File: src/rtl/rxpol_pkg.sv
package rxpol_pkg;
  typedef struct packed {
    logic setInv;
    logic clrInv;
  } polCmd_t;
endpackage

File: src/rtl/rxpol_ctrl.sv
module rxpol_ctrl #(
  parameter int THRESH = 2
) (
  input  logic clk,
  input  logic rstN,
  input  logic lpStrobe,
  input  logic lpNeg,
  input  logic eofStrobe,
  input  logic eofInv,
  input  logic regWrEn,
  input  logic [1:0] regWrData,
  output logic modeManual,
  output rxpol_pkg::polCmd_t cmd
);
  localparam int CNT_W = (THRESH < 2) ? 1 : $clog2(THRESH);
  localparam logic [CNT_W-1:0] LAST = CNT_W'(THRESH - 1);

  logic [CNT_W-1:0] revCnt, normCnt;
  logic evValid, evRev;

  assign evValid = lpStrobe | eofStrobe;
  assign evRev   = lpStrobe ? lpNeg : eofInv;

  always_comb begin
    cmd = '0;
    if (regWrEn) begin
      if (regWrData[1]) begin
        cmd.setInv = regWrData[0];
        cmd.clrInv = ~regWrData[0];
      end
    end else if (!modeManual && evValid) begin
      if (evRev && revCnt == LAST) cmd.setInv = 1'b1;
      if (!evRev && normCnt == LAST) cmd.clrInv = 1'b1;
    end
  end

  always_ff @(posedge clk) begin
    if (!rstN) begin
      modeManual <= 1'b0;
      revCnt     <= '0;
      normCnt    <= '0;
    end else begin
      if (regWrEn) modeManual <= regWrData[1];
      if (modeManual || regWrEn) begin
        revCnt  <= '0;
        normCnt <= '0;
      end else if (evValid) begin
        if (evRev) begin
          normCnt <= '0;
          revCnt  <= (revCnt == LAST) ? '0 : revCnt + 1'b1;
        end else begin
          revCnt  <= '0;
          normCnt <= (normCnt == LAST) ? '0 : normCnt + 1'b1;
        end
      end
    end
  end


  mode_write_chk: assert property (@(posedge clk) disable iff (!rstN)
    regWrEn |=> modeManual == $past(regWrData[1]));

  manual_quiet_chk: assert property (@(posedge clk) disable iff (!rstN)
    (modeManual && !regWrEn) |-> !(cmd.setInv || cmd.clrInv));

  run_bound_chk: assert property (@(posedge clk) disable iff (!rstN)
    (revCnt <= LAST) && (normCnt <= LAST) && !(revCnt != '0 && normCnt != '0));
endmodule

File: src/rtl/rxpol_path.sv
module rxpol_path (
  input  logic clk,
  input  logic rstN,
  input  rxpol_pkg::polCmd_t cmd,
  input  logic rxInFrame,
  input  logic rxBit,
  output logic polPending,
  output logic polApplied,
  output logic rxBitFixed
);
  always_ff @(posedge clk) begin
    if (!rstN) begin
      polPending <= 1'b0;
      polApplied <= 1'b0;
    end else begin
      if (cmd.setInv)      polPending <= 1'b1;
      else if (cmd.clrInv) polPending <= 1'b0;
      if (!rxInFrame) polApplied <= polPending;
    end
  end

  assign rxBitFixed = rxBit ^ polApplied;


  frame_hold_chk: assert property (@(posedge clk) disable iff (!rstN)
    rxInFrame |=> $stable(polApplied));

  pending_hold_chk: assert property (@(posedge clk) disable iff (!rstN)
    !(cmd.setInv || cmd.clrInv) |=> $stable(polPending));
endmodule

File: src/rtl/rx_polarity_fix.sv
module rx_polarity_fix #(
  parameter int THRESH = 2
) (
  input  logic       clk,
  input  logic       rstN,
  input  logic       rxBit,
  input  logic       rxInFrame,
  input  logic       lpStrobe,
  input  logic       lpNeg,
  input  logic       eofStrobe,
  input  logic       eofInv,
  input  logic       regWrEn,
  input  logic [1:0] regWrData,
  output logic [1:0] regRdData,
  output logic       rxBitFixed,
  output logic       polInverted
);
  rxpol_pkg::polCmd_t cmd;
  logic modeManual, polPending, polApplied;

  rxpol_ctrl #(.THRESH(THRESH)) uCtrl (
    .clk(clk), .rstN(rstN),
    .lpStrobe(lpStrobe), .lpNeg(lpNeg),
    .eofStrobe(eofStrobe), .eofInv(eofInv),
    .regWrEn(regWrEn), .regWrData(regWrData),
    .modeManual(modeManual), .cmd(cmd)
  );

  rxpol_path uPath (
    .clk(clk), .rstN(rstN), .cmd(cmd),
    .rxInFrame(rxInFrame), .rxBit(rxBit),
    .polPending(polPending), .polApplied(polApplied),
    .rxBitFixed(rxBitFixed)
  );

  assign regRdData   = {modeManual, polPending};
  assign polInverted = polApplied;
endmodule

File: config.mk
export PLATFORM = sky130hd
export DESIGN_NAME = rx_polarity_fix
export DESIGN_NICKNAME = d
export VERILOG_FILES = /design/src/rtl/rxpol_pkg.sv /design/src/rtl/rxpol_ctrl.sv /design/src/rtl/rxpol_path.sv /design/src/rtl/rx_polarity_fix.sv
export SDC_FILE = /design/constraint.sdc
export NUM_CORES = 1
export LEC_CHECK = 0
export ABC_AREA = 0
export BUFFER_PORTS_ARGS = -buffer_cell sky130_fd_sc_hd__buf_2
export CAP_MARGIN = 10
export CORE_AREA = 2 2 39 41
export CTS_CLUSTER_DIAMETER = 60
export CTS_CLUSTER_SIZE = 8
export DETAILED_ROUTE_END_ITERATION = 8
export DIE_AREA = 0 0 41 43
export PLACE_DENSITY_LB_ADDON = 0.08
export SLEW_MARGIN = 20
export SYNTH_ARGS = -nofsm -noshare
export SYNTH_HDL_FRONTEND = slang
export SYNTH_SLANG_ARGS = --single-unit
File: constraint.sdc
create_clock -name clk -period 1.34 [get_ports clk]
set_clock_uncertainty 0.05 [all_clocks]
set_input_delay 0.134 -clock clk [delete_from_list [all_inputs] [get_ports clk]]
set_output_delay 0.134 -clock clk [all_outputs]
set_load 0.05 [all_outputs]
==> impl_metrics.env <==
export IMPL_numPortBuffers=14
export IMPL_tritoncts="built"
export IMPL_relSlewSlack_pct=84.07
export IMPL_post_route_util_pct=29.20
export IMPL_initial_core_util_pct=20.34
export IMPL_synth_fa_ha_area_share_pct=0
export IMPL_synthMuxAreaShare_pct=11.11
export IMPL_slew_viol_final=0
export IMPL_clk_latency_ns=0.24
export IMPL_grt_setup_unrepaired="false"
export IMPL_cpPeakStageDelay_ns=0.44
export IMPL_mostFrequentLayoutCells="buf_2 (13), dfxtp_1 (5), clkbuf_4 (4)"
export IMPL_cp_max_fo=3
export IMPL_cpLargestDelayFamily="flip-flops"
export IMPL_fin_nets=57
export IMPL_diodes=0
export IMPL_final_area_sq_um=404.1
export IMPL_firstDrtPassIters=3
export IMPL_period_share_pct=93.07
export IMPL_clock_sinks=5
export IMPL_ant_nets=0
export IMPL_synth_simple_area_share_pct=21.78
export IMPL_ys_types=21
export IMPL_required_ns=1.16
export IMPL_hold_viol=0
export IMPL_cts_hold_buf=0
export IMPL_die_x_um=41
export IMPL_cell_internal_pwr_w=0.0003039
export IMPL_htreeDepth=1
export IMPL_clk_path_buf_depth=2
export IMPL_power_density_mw_per_mm2=1028
export IMPL_post_cts_buffers=0
export IMPL_ys_ff_latch=5
export IMPL_synth_warnings=0
export IMPL_grt_pass1_wl_um=993
export IMPL_setup_tns_final_ns=0
export IMPL_place_area_sq_um=375.4
export IMPL_syn_cell_area_sq_um=281.5
export IMPL_synth_xor_area_share_pct=3.111
export IMPL_seqPwrFrac_pct=38.7
export IMPL_syn_inst=29
export IMPL_clk_pin_slew_ns=0.04
export IMPL_p_clk_share_pct=41.4
export IMPL_fin_crit_ns=1.247
export IMPL_grt_usage_pct=8.726
export IMPL_synth_nets=40
export IMPL_hp_class="in -> reg"
export IMPL_overflow=0
export IMPL_num_vias=273
export IMPL_drt_iter0_drc=3
export IMPL_drc=0
export IMPL_setup_viol=0
export IMPL_vias_per_cell=4.475
export IMPL_worstSetupEndpointType="output pin"
export IMPL_pre_cts_slack_ns=0.1707
export IMPL_wl_per_cell_um=10.64
export IMPL_grt_pass1_vias=266
export IMPL_dp_hpwl_um=540.5
export IMPL_drive_gt1_share_pct=46.67
export IMPL_setup_ws_ns=0.09287
export IMPL_switchingPower_w=0.0001113
export IMPL_gp_congestion=0.6611
export IMPL_worstPathCellList="xor2_4, clkbuf_4"
export IMPL_leakage_nw=0.1829
export IMPL_synth_compound_area_share_pct=23.11
export IMPL_cts_made_buffers=3
export IMPL_max_freq_mhz=801.8
export IMPL_start_kind="flop"
export IMPL_ios=15
export IMPL_path_buf_inv=1
export IMPL_core_area_sq_mm=0.001384
export IMPL_status="finished clean"
export IMPL_rows=14
export IMPL_area_growth_pct=43.56
export IMPL_grt_max_degree=7
export IMPL_critPathArrivalTime_ns=1.06
export IMPL_layout_commonest_cell="buf_2"
export IMPL_switching_share_pct=26.81
export IMPL_wl_um=649
export IMPL_synth_top_family_by_area="compound AO/OA/AOI/OAI gates"
export IMPL_die_h_um=43
export IMPL_max_cap_viol_count=0
export IMPL_ir_drop_v=0.0002486
export IMPL_slowest_stage="dfxtp_1"
export IMPL_ys_seq_area_share_pct=35.56
export IMPL_worstMarginPinSlew_ns=0.2386
export IMPL_antenna_found_initial=0
export IMPL_path_class="reg -> out"
export IMPL_root_buffer="clkbuf_4"
export IMPL_ctsResizeCount=0
export IMPL_dieArea_sq_mm=0.001763
export IMPL_syn_avg_cell_area_sq_um=9.708
export IMPL_p_comb_share_pct=19.9
per-stage QoR:
stage | hold slack (ns) | instances | total power (W)
floorplan | 0.2122 | 29 | 0.0002162
detailed placement | 0.3612 | 57 | 0.0002453
CTS | 0.1066 | 61 | 0.0004254
global placement | 0.3572 | 57 | 0.0002443
finish | 0.1092 | 61 | 0.0004153
global route | 0.1105 | 61 | 0.0004456
worst reg2reg max path: stages (launching register included):
cell	delay (ns)
dfxtp_1	0.31
nor2_1	0.20
a31oi_1	0.12
o311a_1	0.33
worst paths after layout:
path                                        from                to  slack, ns  depth (start not counted)
worst max-delay path            uPath.polApplied        rxBitFixed       0.09                          2
worst min-delay path                        rstN  uCtrl.modeManual       0.11                          2
worst max register to register  uCtrl.modeManual  uPath.polPending       0.22                          3
worst min register to register     uCtrl.normCnt     uCtrl.normCnt       0.42                          1
registers in the layout, summed over array words and instances, names as in the netlist:
register and cells:
uCtrl.modeManual 1, uCtrl.normCnt 1, uCtrl.revCnt 1, uPath.polApplied 1, uPath.polPending 1
area by class of cell:
type | instances | area [sq um]
tap | 16 | 20.02
fill | 152 | 979.7
clock buffer | 4 | 26.28
timing repair buffer | 14 | 72.57
multi-input combinational | 22 | 185.2
sequential | 5 | 100.1
power groups by stage:
stage          Clock, W  Sequential (W)  Combinational [W]
2_1_floorplan         0        0.000164          0.0000521
3_3_place_gp          0        0.000163          0.0000808
3_5_place_dp          0        0.000163          0.0000819
4_1_cts        0.000182        0.000161          0.0000824
5_1_grt        0.000195        0.000161          0.0000892
6_report       0.000172        0.000161          0.0000825
kinds of logic (layout without fill, tap and decap cells):
logic type,Yosys count,count (layout)
buffers and inverters,2,18
multiplexers,3,3
AO/OA/AOI/OAI,8,8
flip-flops,5,5
XOR/XNOR,1,1
AND/OR/NAND/NOR,10,10
synthesized netlist by cell type:
| library cell | n | area [sq um] |
|---|---|---|
| o311a_1 | 1 | 10.01 |
| a21boi_0 | 1 | 7.510 |
| mux2_2 | 1 | 11.26 |
| nor3b_1 | 1 | 7.510 |
| nand2_1 | 1 | 3.750 |
| buf_4 | 2 | 15.01 |
| a21oi_1 | 1 | 5.000 |
| nor3_1 | 1 | 5.000 |
| xor2_1 | 1 | 8.760 |
| mux2i_1 | 2 | 20.02 |
| a221oi_1 | 1 | 8.760 |
| or2_4 | 1 | 8.760 |
| nand3b_1 | 1 | 7.510 |
| and3_1 | 1 | 6.260 |
| a311o_1 | 1 | 10.01 |
| nor2_1 | 1 | 3.750 |
| nor2b_1 | 3 | 18.77 |
| a211oi_1 | 1 | 7.510 |
| a21bo_2 | 1 | 10.01 |
| dfxtp_1 | 5 | 100.1 |
| a31oi_1 | 1 | 6.260 |
metal layers:
layer  GRT usage [%]  vias up  share of wire, %  wire length [um]
met4           8.000        0               1.4                 9
met5               0        -                 0                 0
met1           9.936      119                41               265
met2           11.88       14                43               279
met3           3.141        2                15                95
li1                -      138                 -                 -
No activity file was read; power rests on OpenSTA's default activity.
